$ cat config.mk
export PLATFORM = sky130hd
export DESIGN_NAME = lcd_quad_mux_driver
export DESIGN_NICKNAME = d
export VERILOG_FILES = /design/src/rtl/lcd_drv_pkg.sv /design/src/rtl/lcd_serial_rx.sv /design/src/rtl/lcd_phase_scan.sv /design/src/rtl/lcd_fp_mux.sv /design/src/rtl/lcd_quad_mux_driver.sv
export SDC_FILE = /design/constraint.sdc
export NUM_CORES = 1
export LEC_CHECK = 0
export CAP_MARGIN = 0
export CORE_MARGIN = 10
export CORE_UTILIZATION = 25
export CTS_CLUSTER_DIAMETER = 80
export DETAILED_ROUTE_END_ITERATION = 16
export DONT_BUFFER_PORTS = 1
export PLACE_DENSITY_LB_ADDON = 0.05
export SLEW_MARGIN = 10
export SYNTH_ARGS = -nofsm -noshare
export SYNTH_HDL_FRONTEND = slang
export SYNTH_SLANG_ARGS = --single-unit
$ cat constraint.sdc
create_clock -name clk -period 2.5 [get_ports clk]
set_clock_uncertainty 0.05 [all_clocks]
set_input_delay 0.375 -clock clk [delete_from_list [all_inputs] [get_ports clk]]
set_output_delay 0.375 -clock clk [all_outputs]
set_load 0.01 [all_outputs]
$ cat src/rtl/lcd_drv_pkg.sv
// Package: shared constants for the quad-multiplexed LCD driver.
// Assumes: consumers take these as parameter defaults only.
package lcd_drv_pkg;
    localparam int unsigned DEF_FP_N     = 32;  // frontplanes per phase
    localparam int unsigned DEF_BP_N     = 4;   // backplane phases
    localparam int unsigned DEF_STRAP_W  = 3;   // address strap width
    localparam int unsigned ADDR_FIELD_W = 8;   // address field length in a frame
    localparam int unsigned DEF_TICK_DIV = 8;   // clock cycles per phase
endpackage

$ cat src/rtl/lcd_serial_rx.sv
// Module: lcd_serial_rx
// Receives a serial frame (address field, then segment bits, MSB first),
// counts bits since the last strobe, and raises load for one cycle on a
// strobe edge when the count is exact and the address matches the strap.
// Assumes: ser_clk, ser_data and strobe are synchronous to clk.
module lcd_serial_rx #(
    parameter int unsigned SEG_N   = 128,
    parameter int unsigned STRAP_W = 3,
    parameter int unsigned FIELD_W = 8
) (
    input  logic               clk,
    input  logic               rst_n,
    input  logic               ser_data,
    input  logic               ser_clk,
    input  logic               strobe,
    input  logic [STRAP_W-1:0] strap,
    output logic               load,
    output logic [SEG_N-1:0]   seg_word
);
    localparam int unsigned FRAME_BITS = FIELD_W + SEG_N;
    localparam int unsigned CNT_W      = $clog2(FRAME_BITS + 2);
    localparam logic [CNT_W-1:0] FULL_CNT  = CNT_W'(FRAME_BITS);
    localparam logic [CNT_W-1:0] SAT_CNT   = CNT_W'(FRAME_BITS + 1);
    localparam logic [CNT_W-1:0] FIELD_CNT = CNT_W'(FIELD_W);

    logic               sclk_q, stb_q;
    logic [CNT_W-1:0]   bit_cnt;
    logic [FIELD_W-1:0] addr_sr;
    logic [SEG_N-1:0]   data_sr;
    logic               sclk_rise, stb_rise;

    // Edge detection on the serial clock and the strobe.
    assign sclk_rise = ser_clk & ~sclk_q;
    assign stb_rise  = strobe & ~stb_q;

    // Shift address and segment bits, count bits, restart on strobe.
    always_ff @(posedge clk) begin
        if (!rst_n) begin
            sclk_q  <= 1'b0;
            stb_q   <= 1'b0;
            bit_cnt <= '0;
            addr_sr <= '0;
            data_sr <= '0;
        end else begin
            sclk_q <= ser_clk;
            stb_q  <= strobe;
            if (stb_rise) begin
                bit_cnt <= '0;
            end else if (sclk_rise) begin
                if (bit_cnt < SAT_CNT) bit_cnt <= bit_cnt + CNT_W'(1);
                if (bit_cnt < FIELD_CNT)
                    addr_sr <= {addr_sr[FIELD_W-2:0], ser_data};
                else if (bit_cnt < FULL_CNT)
                    data_sr <= {data_sr[SEG_N-2:0], ser_data};
            end
        end
    end

    // Transfer request: exact frame length and matching address.
    assign load     = stb_rise && (bit_cnt == FULL_CNT) && (addr_sr[STRAP_W-1:0] == strap);
    assign seg_word = data_sr;

    // the bit counter saturates one past a full frame.
    a_r4_cnt_bounded: assert property (@(posedge clk) disable iff (!rst_n)
        bit_cnt <= SAT_CNT);
    // a strobe edge always leaves the counter at zero.
    a_r5_cnt_restart: assert property (@(posedge clk) disable iff (!rst_n)
        (strobe && !stb_q) |=> (bit_cnt == '0));
endmodule

$ cat src/rtl/lcd_phase_scan.sv
// Module: lcd_phase_scan
// Prescales the system clock into phase ticks, cycles the backplane
// phase, and generates or follows the frame-sync pulse.
// Assumes: TICK_DIV >= 2; fsync_in is synchronous to clk.
module lcd_phase_scan #(
    parameter int unsigned BP_N     = 4,
    parameter int unsigned TICK_DIV = 8
) (
    input  logic                    clk,
    input  logic                    rst_n,
    input  logic                    is_master,
    input  logic                    fsync_in,
    output logic [$clog2(BP_N)-1:0] phase,
    output logic                    fsync_out
);
    localparam int unsigned PH_W  = $clog2(BP_N);
    localparam int unsigned DIV_W = $clog2(TICK_DIV);
    localparam logic [DIV_W-1:0] LAST_DIV = DIV_W'(TICK_DIV - 1);
    localparam logic [PH_W-1:0]  LAST_PH  = PH_W'(BP_N - 1);

    logic [DIV_W-1:0] presc;
    logic             tick, sync_hit;

    assign tick     = (presc == LAST_DIV);
    assign sync_hit = !is_master && fsync_in;

    // Prescaler, phase counter and master sync pulse.
    always_ff @(posedge clk) begin
        if (!rst_n) begin
            presc     <= '0;
            phase     <= '0;
            fsync_out <= 1'b0;
        end else if (sync_hit) begin
            presc     <= DIV_W'(1);
            phase     <= '0;
            fsync_out <= 1'b0;
        end else begin
            fsync_out <= is_master && tick && (phase == LAST_PH);
            if (tick) begin
                presc <= '0;
                phase <= (phase == LAST_PH) ? '0 : phase + PH_W'(1);
            end else begin
                presc <= presc + DIV_W'(1);
            end
        end
    end

    // without a resync the phase only moves forward by one.
    a_r6_phase_steps: assert property (@(posedge clk) disable iff (!rst_n)
        ((phase != $past(phase)) && !$past(sync_hit)) |->
        (phase == (($past(phase) == LAST_PH) ? '0 : $past(phase) + PH_W'(1))));
    // the sync pulse lasts one cycle and marks phase 0.
    a_r8_fsync_single: assert property (@(posedge clk) disable iff (!rst_n)
        fsync_out |=> !fsync_out);
    a_r8_fsync_phase0: assert property (@(posedge clk) disable iff (!rst_n)
        fsync_out |-> (phase == '0));
    // a slave seeing sync restarts at phase 0 without echoing the pulse.
    a_r9_sync_zero: assert property (@(posedge clk) disable iff (!rst_n)
        sync_hit |=> ((phase == '0) && !fsync_out));
endmodule

$ cat src/rtl/lcd_fp_mux.sv
// Module: lcd_fp_mux
// Selects the frontplane word of the active phase from the latch and
// decodes the phase into one-hot backplane selects.
// Assumes: phase < BP_N.
module lcd_fp_mux #(
    parameter int unsigned FP_N = 32,
    parameter int unsigned BP_N = 4
) (
    input  logic [FP_N*BP_N-1:0]   seg_word,
    input  logic [$clog2(BP_N)-1:0] phase,
    output logic [FP_N-1:0]        fp_out,
    output logic [BP_N-1:0]        bp_out
);
    localparam int unsigned PH_W = $clog2(BP_N);

    logic [FP_N-1:0] words [BP_N];

    // Split the latch per phase and decode each backplane select.
    for (genvar g = 0; g < BP_N; g++) begin : g_phase
        assign words[g]  = seg_word[g*FP_N +: FP_N];
        assign bp_out[g] = (phase == PH_W'(g));
    end

    // Drive the frontplanes from the active phase's word.
    assign fp_out = words[phase];
endmodule

$ cat src/rtl/lcd_quad_mux_driver.sv
// Module: lcd_quad_mux_driver (top)
// Serially loaded, address-strapped LCD driver: receiver, display latch,
// phase scanner and frontplane multiplexer.
// Assumes: all inputs synchronous to clk; reset is synchronous active-low.
module lcd_quad_mux_driver
    import lcd_drv_pkg::*;
#(
    parameter int unsigned FP_N     = DEF_FP_N,
    parameter int unsigned BP_N     = DEF_BP_N,
    parameter int unsigned STRAP_W  = DEF_STRAP_W,
    parameter int unsigned TICK_DIV = DEF_TICK_DIV
) (
    input  logic               clk,
    input  logic               rst_n,
    input  logic               ser_data,
    input  logic               ser_clk,
    input  logic               strobe,
    input  logic [STRAP_W-1:0] addr_strap,
    input  logic               sync_master,
    input  logic               fsync_in,
    output logic               fsync_out,
    output logic [BP_N-1:0]    bp_out,
    output logic [FP_N-1:0]    fp_out
);
    localparam int unsigned SEG_N = FP_N * BP_N;
    localparam int unsigned PH_W  = $clog2(BP_N);

    logic             load;
    logic [SEG_N-1:0] rx_word, seg_q;
    logic [PH_W-1:0]  phase;

    lcd_serial_rx #(.SEG_N(SEG_N), .STRAP_W(STRAP_W), .FIELD_W(ADDR_FIELD_W)) u_rx (
        .clk(clk), .rst_n(rst_n), .ser_data(ser_data), .ser_clk(ser_clk),
        .strobe(strobe), .strap(addr_strap), .load(load), .seg_word(rx_word)
    );

    // Display latch: cleared at reset, loaded on an accepted transfer.
    always_ff @(posedge clk) begin
        if (!rst_n)    seg_q <= '0;
        else if (load) seg_q <= rx_word;
    end

    lcd_phase_scan #(.BP_N(BP_N), .TICK_DIV(TICK_DIV)) u_scan (
        .clk(clk), .rst_n(rst_n), .is_master(sync_master), .fsync_in(fsync_in),
        .phase(phase), .fsync_out(fsync_out)
    );

    lcd_fp_mux #(.FP_N(FP_N), .BP_N(BP_N)) u_mux (
        .seg_word(seg_q), .phase(phase), .fp_out(fp_out), .bp_out(bp_out)
    );

    // the latch holds unless the receiver accepted a transfer.
    a_r4_latch_hold: assert property (@(posedge clk) disable iff (!rst_n)
        !load |=> $stable(seg_q));
    // exactly one backplane is active.
    a_r6_bp_onehot: assert property (@(posedge clk) disable iff (!rst_n)
        $onehot(bp_out));
endmodule

==> results of run 1 <==
metrics by stage:
stage	total power, mW	instance area, um^2
floorplan	4.69	12000
global placement	4.68	12500
detailed placement	4.68	12500
CTS	9.81	14000
global route	9.98	14000
finish	9.56	14000
worst reg2reg max path, stage by stage (launching register included):
cell and delay [ns]:
dfxtp_1 0.45, nand2_1 0.17, and4bb_2 0.31, nand4_1 0.21, buf_12 0.27, mux2i_1 0.22, dlygate4sd3_1 0.56
power by group through the flow:
stage / clock (mW) / sequential [mW] / combinational (mW)
after detailed placement: 0 / 4.49 / 0.190
after CTS: 5.08 / 4.40 / 0.333
after floorplan: 0 / 4.49 / 0.202
after global routing: 5.23 / 4.39 / 0.353
final: 4.84 / 4.40 / 0.321
after global placement: 0 / 4.49 / 0.190
repair_timing:
item                                   4_1_cts  5_1_grt
endpoints found under the hold margin      113        0
setup buffers                                0        0
hold buffers                                30        0
registers in the layout, indices dropped and copies added (netlist names):
register,cells
u_scan.phase,2
u_rx.sclk_q,1
u_scan.fsync_out,1
u_scan.presc,3
u_rx.bit_cnt,8
u_rx.seg_word,128
u_rx.stb_q,1
seg_q,128
u_rx.addr_sr,3
routing by layer:
metal | part of all wire [%] | global-route usage, % | vias up
li1 | - | - | 4398
met1 | 50 | 17.2 | 4446
met2 | 44 | 19.4 | 94
met3 | 3.7 | 2.67 | 48
met4 | 1.8 | 3.18 | 0
met5 | 0 | 0 | -
area by class of cell:
type / count / share of cell area (%)
sequential: 275 / 39.4
clock buffer: 53 / 7.48
multi-input combinational: 877 / 41.7
clock inverter: 5 / 0.286
tap: 615 / 5.51
timing repair buffer: 56 / 5.46
inverter: 5 / 0.134
worst min path at each step:
stage                                     from                           end  slack (ns)  cells past startpoint
2_1_floorplan  u_rx.seg_word[127]$_SDFFE_PN0P_       seg_q[127]$_SDFFE_PN0P_        0.38                      2
3_5_place_dp            seg_q[57]$_SDFFE_PN0P_        seg_q[57]$_SDFFE_PN0P_        0.40                      2
5_1_grt                                  rst_n  u_rx.bit_cnt[7]$_SDFFE_PP0P_        0.03                      2
3_3_place_gp            seg_q[34]$_SDFFE_PN0P_        seg_q[34]$_SDFFE_PN0P_        0.39                      2
4_1_cts                                  rst_n  u_rx.bit_cnt[7]$_SDFFE_PP0P_        0.01                      2
6_report                                 rst_n  u_rx.bit_cnt[7]$_SDFFE_PP0P_        0.06                      2
cells by family (layout without fill, tap and decap cells):
logic type | after synthesis | after routing | synth area share [%]
AND/OR/NAND/NOR | 426 | 426 | 15.7
flip-flops | 275 | 275 | 45.8
AO/OA/AOI/OAI | 270 | 270 | 14.0
multiplexers | 166 | 166 | 17.2
buffers and inverters | 128 | 119 | 5.91
adder cells (fa/ha/maj) | 8 | 8 | 0.833
XOR/XNOR | 7 | 7 | 0.573
cell usage in the layout, fill, tap and decap left out, drive strengths merged, types with 4 or more instances in the layout:
cell type / n
nand2b: 4
nand2: 258
a21oi: 4
mux2i: 134
ha: 8
clkbuf: 53
or3: 4
inv: 6
buf: 31
clkinv: 4
nor2b: 6
nand3: 131
a21boi: 128
nor2: 8
xnor2: 4
mux4: 32
dfxtp: 275
o21ai: 133
dlygate4sd3: 25
==> run summary, run 1 <==
Hold Vio Cnt, Final - 0
Die extent in x - 239 um
Setup TNS - 0 ns
Slowest CP cell - mux4_2
Die H - 239 um
Antenna Cells - 0
Pins over their slew limit - 0
IO Pins - 47
Hold_ws - 0.0553 ns
Final Setup Violations - 0
DR WL/cell - 18.9 um
Critical Path Max Stage Delay - 0.69 ns
Reg2Reg Setup Slack - 0.17 ns
DR vias - 8986
Top cells by count, synth - dfxtp_1 (275), nand2_1 (258), mux2i_1 (134)
Worst path buffer plus inverter count - 1
Area of the core - 47600 um^2
WL final - 35600 um
Crit path time final - 2.37 ns
Synth area leader - dfxtp_1
CTS max path bufs - 3
Worst-Margin Slew - 0.744 ns
Worst Path Class, Setup - reg -> out
Routability cong. - 0.679
Slew HR - 50.4%
Net Switching - 2.20 mW
Initial antenna violation count - 0
I/O Buffers - 0
Delay-heaviest family, CP - multiplexers
Reg power frac - 46.0%
Critical Path Fanout Max - 19
Setup crit end - fp_out[6]
RR Startpoint - u_rx.bit_cnt[3]$_SDFFE_PP0P_
# nets final - 1269
Drt drc - 0
Peak Freq - 421 MHz
Outcome - finished clean
Power per cell area - 684 nW/um^2
Overflow after GRT - 0
CTS tree - yes
First-pass GRT wire length - 56100 um
R2R depth - 6
Pre-CTS setup slack - 0.449 ns
Final ANT Viol Nets - 0
H-tree Lvls - 2
Latest clock arrival within the worst-skew pair - 0.55 ns
TritonCTS Buffers - 36
Area Overhead vs Synth - 16.3%
Worst vdd ir - 0.353 mV
Post-CTS Resized - 0
Syn_area_per_cell - 9.38 um^2
Row cnt - 80
Sequential share of the synthesized area - 45.8%
Proportion of layout cells with a drive suffix above 1 - 9.60%
Post-synth EDFFs - 0
Maxcap violations - 0
Synth warn - 0
Critical path depth - 2
Multi-input logic area - 5830 um^2
DP Cell Count - 1798
Initial drt markers - 450
RSZ-0062 raised after global routing - false
Comb pwr share - 3.4%
Synth top area cells - dfxtp_1 (46%), mux2i_1 (11%), nand2_1 (8.1%), a21boi_1 (6.9%), mux4_2 (6.0%)
Sw Ratio - 23.0%
First drt pass iteration count - 5
Async SR Flop Fraction - 0%
Root Driver - clkbuf_16
Clk sink count - 275
Library cells used by synthesis - 42
#FFs+latches synth - 275
Critical R2R Capture - seg_q[50]$_SDFFE_PN0P_
Mapped Nets - 1298
WP data arrival - 1.95 ns
Area of the die - 57200 um^2
Total GRT Usage - 12.5%
Crit end category - primary output
Fin cells - 1886
Vias in the first global route - 8967
HPWL Detailed - 18900 um
CTS clk-pin slew, worst paths - 0.05 ns
Largest net degree at the start of global routing - 131
DR vias/cell - 4.76
Seq. cell area - 5510 um^2
Most common cell in the netlist - dfxtp_1
Tcrit/Tclk final - 94.9%
Worst endpoint required time - 2.08 ns
CP Cell Sequence - buf_4, mux4_2
Crit. Startpoint - u_scan.phase[1]$_SDFFE_PP0P_
Primary FF master, synth - dfxtp_1
Startpoint class of the critical path - flip-flop
Post-Syn Instances - 1280
Initial Util - 25.2%
Clock share of power - 50.7%
Post-Syn Area - 12000 um^2
P_leak - 5.26 nW
Hold Path Class - in -> reg
Worst setup margin - 0.127 ns
Post-layout util - 29.3%
Int Power - 7.37 mW
# fillers - 5047
Yosys top cell area share - 45.8%
Power figures use the tool's default switching activity.
==> inputs of run 2 (changes only) <==
--- a/config.mk
+++ b/config.mk
@@ -8,6 +8,7 @@
 export CAP_MARGIN = 0
 export CORE_MARGIN = 10
 export CORE_UTILIZATION = 25
+export CTS_BUF_LIST = sky130_fd_sc_hd__clkbuf_2 sky130_fd_sc_hd__clkbuf_4 sky130_fd_sc_hd__clkbuf_8
 export CTS_CLUSTER_DIAMETER = 80
 export DETAILED_ROUTE_END_ITERATION = 16
 export DONT_BUFFER_PORTS = 1
==> run 2 against run 1 <==
Against the previous run:
- first-iteration DRC count grew 11%
- clock power rose by 1%
- sequential power about the same
- worst hold slack improved by 0.12 ns
- utilization increased by 4.6 points
- routed wire length up 5.3%
==> run summary, run 2 (same netlist as run 1, synthesis figures left out) <==
Critical R2R Capture - seg_q[76]$_SDFFE_PN0P_
Tcrit/Tclk final - 94.8% (-0.10 points)
R2R depth - 6 (unchanged)
RR Startpoint - u_rx.bit_cnt[3]$_SDFFE_PP0P_
P_leak - 5.96 nW (+13%)
Vias in the first global route - 10600 (+18%)
WP data arrival - 2.83 ns (+0.88 ns)
Clk sink count - 275 (unchanged)
DR vias/cell - 4.74 (-0.52%)
HPWL Detailed - 18900 um (unchanged)
CTS clk-pin slew, worst paths - 0.06 ns (about the same)
CTS max path bufs - 3 (unchanged)
Seq. cell area - 5510 um^2 (about the same)
First-pass GRT wire length - 60700 um (+8.3%)
Peak Freq - 422 MHz (+0.11%)
Latest clock arrival within the worst-skew pair - 0.65 ns (+0.10 ns)
Hold_ws - 0.176 ns (+0.121 ns)
Final Setup Violations - 0 (unchanged)
Reg2Reg Setup Slack - 0.13 ns (-0.04 ns)
Commonest non-fill, non-tap cell in the layout - dfxtp_1
# fillers - 5006 (-0.81%)
Routability cong. - 0.679 (unchanged)
Area of the die - 57200 um^2 (unchanged)
Drt drc - 0 (unchanged)
Worst Path Class, Setup - reg -> reg
Int Power - 7.28 mW (-1.2%)
DR WL/cell - 17.5 um (-7.2%)
H-tree Lvls - 2 (unchanged)
Total GRT Usage - 13.3% (+0.78 points)
Crit path time final - 2.37 ns (-0.00257 ns)
Highest-count cells in the layout ignoring fill and taps - dfxtp_1 (273), nand2_1 (258), dlygate4sd3_1 (244)
Maxcap violations - 0 (unchanged)
Die extent in x - 239 um (unchanged)
Power per cell area - 590 nW/um^2 (-14%)
Proportion of layout cells with a drive suffix above 1 - 10.9% (+1.3 points)
DP Cell Count - 1798 (unchanged)
Net Switching - 2.26 mW (+2.8%)
Slew HR - 47.9% (-2.5 points)
Overflow after GRT - 0 (unchanged)
Antenna Cells - 0 (unchanged)
First drt pass iteration count - 4 (-1)
Area Overhead vs Synth - 34.6%
Sw Ratio - 23.7% (+0.71 points)
Final ANT Viol Nets - 0 (unchanged)
Worst hold path stage count - 4 (+2)
# nets final - 1505 (+19%)
Largest net degree at the start of global routing - 243 (+85%)
Hold Startpoint - ser_clk
Initial Util - 25.2% (unchanged)
Worst-Margin Slew - 0.781 ns (+0.0368 ns)
Row cnt - 80 (unchanged)
Initial drt markers - 500 (+11%)
Root Driver - clkbuf_8
Worst vdd ir - 0.296 mV (-16%)
Startpoint class of the critical path - flip-flop
TritonCTS Buffers - 55 (+53%)
Comb pwr share - 2.6% (-0.8 points)
Critical Path Fanout Max - 39 (+20)
Post-layout util - 33.9% (+4.6 points)
Fin cells - 2140 (+13%)
Multi-input logic area - 5830 um^2 (unchanged)
WL final - 37500 um (+5.3%)
Hold Path Class - in -> reg
Worst endpoint required time - 2.96 ns (+0.88 ns)
I/O Buffers - 0 (unchanged)
Outcome - finished clean
IO Pins - 47 (unchanged)
Setup TNS - 0 ns (unchanged)
Worst Hold Endpoint - u_rx.bit_cnt[2]$_SDFFE_PP0P_
CTS tree - yes
Pins over their slew limit - 0 (unchanged)
Area of the core - 47600 um^2 (unchanged)
Initial antenna violation count - 0 (unchanged)
DR vias - 10100 (+13%)
Reg power frac - 46.1% (about the same)
Clock share of power - 51.3% (+0.6 points)
Crit end category - flip-flop
Die H - 239 um (unchanged)
Hold Vio Cnt, Final - 0 (unchanged)
==> run 2: changes by cell type in the layout (fill, tap and decap cells not counted), sizes merged <==
cell,change
clkinvlp,+1
dlygate4sd3,+219
buf,-2
clkbuf,+35
inv,+1
==> run 2: what timing repair did <==
| item | CTS | global route |
|---|---|---|
| hold endpoints to repair | 268 | 0 |
| pin swaps | 0 | 2 |
| setup endpoints to repair | 10 | 28 |
| buffers inserted | 0 | 2 |
| hold buffers | 245 | 0 |
| resized for setup | 2 | 2 |
==> run 2: metal layers <==
layer / GRT usage (%) / vias up / part of all wire (%)
met5: 0 / - / 0
met4: 4.53 / 0 / 2.2
met3: 2.65 / 55 / 3.6
met2: 21.6 / 122 / 46
met1: 17.2 / 5088 / 49
li1: - / 4878 / -
==> run 2: area by class of cell <==
class	count	share of cell area (%)
clock buffer	88	6.87
clock inverter	7	0.310
timing repair buffer	273	17.8
inverter	5	0.116
sequential	275	34.1
multi-input combinational	877	36.1
tap	615	4.76
==> run 2: worst max path at each step <==
stage / startpoint / cells past startpoint / endpoint / slack (ns)
floorplan: u_scan.phase[1]$_SDFFE_PP0P_ / 3 / fp_out[27] / 0.47
global placement: u_rx.bit_cnt[3]$_SDFFE_PP0P_ / 5 / u_rx.seg_word[109]$_SDFFE_PN0P_ / 0.47
detailed placement: u_rx.bit_cnt[3]$_SDFFE_PP0P_ / 6 / u_rx.seg_word[4]$_SDFFE_PN0P_ / 0.45
CTS: u_scan.phase[1]$_SDFFE_PP0P_ / 2 / fp_out[6] / 0.01
global route: u_rx.bit_cnt[3]$_SDFFE_PP0P_ / 6 / seg_q[111]$_SDFFE_PN0P_ / -0.01
finish: u_rx.bit_cnt[3]$_SDFFE_PP0P_ / 6 / seg_q[76]$_SDFFE_PN0P_ / 0.13
==> run 2: worst max-delay path, cell delays in order (launching register included) <==
cell	delay, ns
dfxtp_1	0.46
nand2_1	0.17
and4bb_2	0.31
nand4_1	0.21
buf_12	0.28
mux2i_1	0.16
dlygate4sd3_1	0.56
==> run 2: power by group through the flow <==
stage / clock network (mW) / logic [mW] / registers, mW
final: 4.89 / 0.248 / 4.40
after global routing: 5.30 / 0.269 / 4.39
after CTS: 5.11 / 0.253 / 4.40
after detailed placement: 0 / 0.190 / 4.49
after global placement: 0 / 0.190 / 4.49
after floorplan: 0 / 0.202 / 4.49
==> run 2: through the flow <==
step           area [um^2]  worst slack (ns)  total power, mW
2_1_floorplan        12000             0.472             4.69
3_3_place_gp         12500             0.470             4.68
3_5_place_dp         12500             0.449             4.68
4_1_cts              16100            0.0135             9.76
5_1_grt              16200           -0.0119             9.96
6_report             16200             0.129             9.54
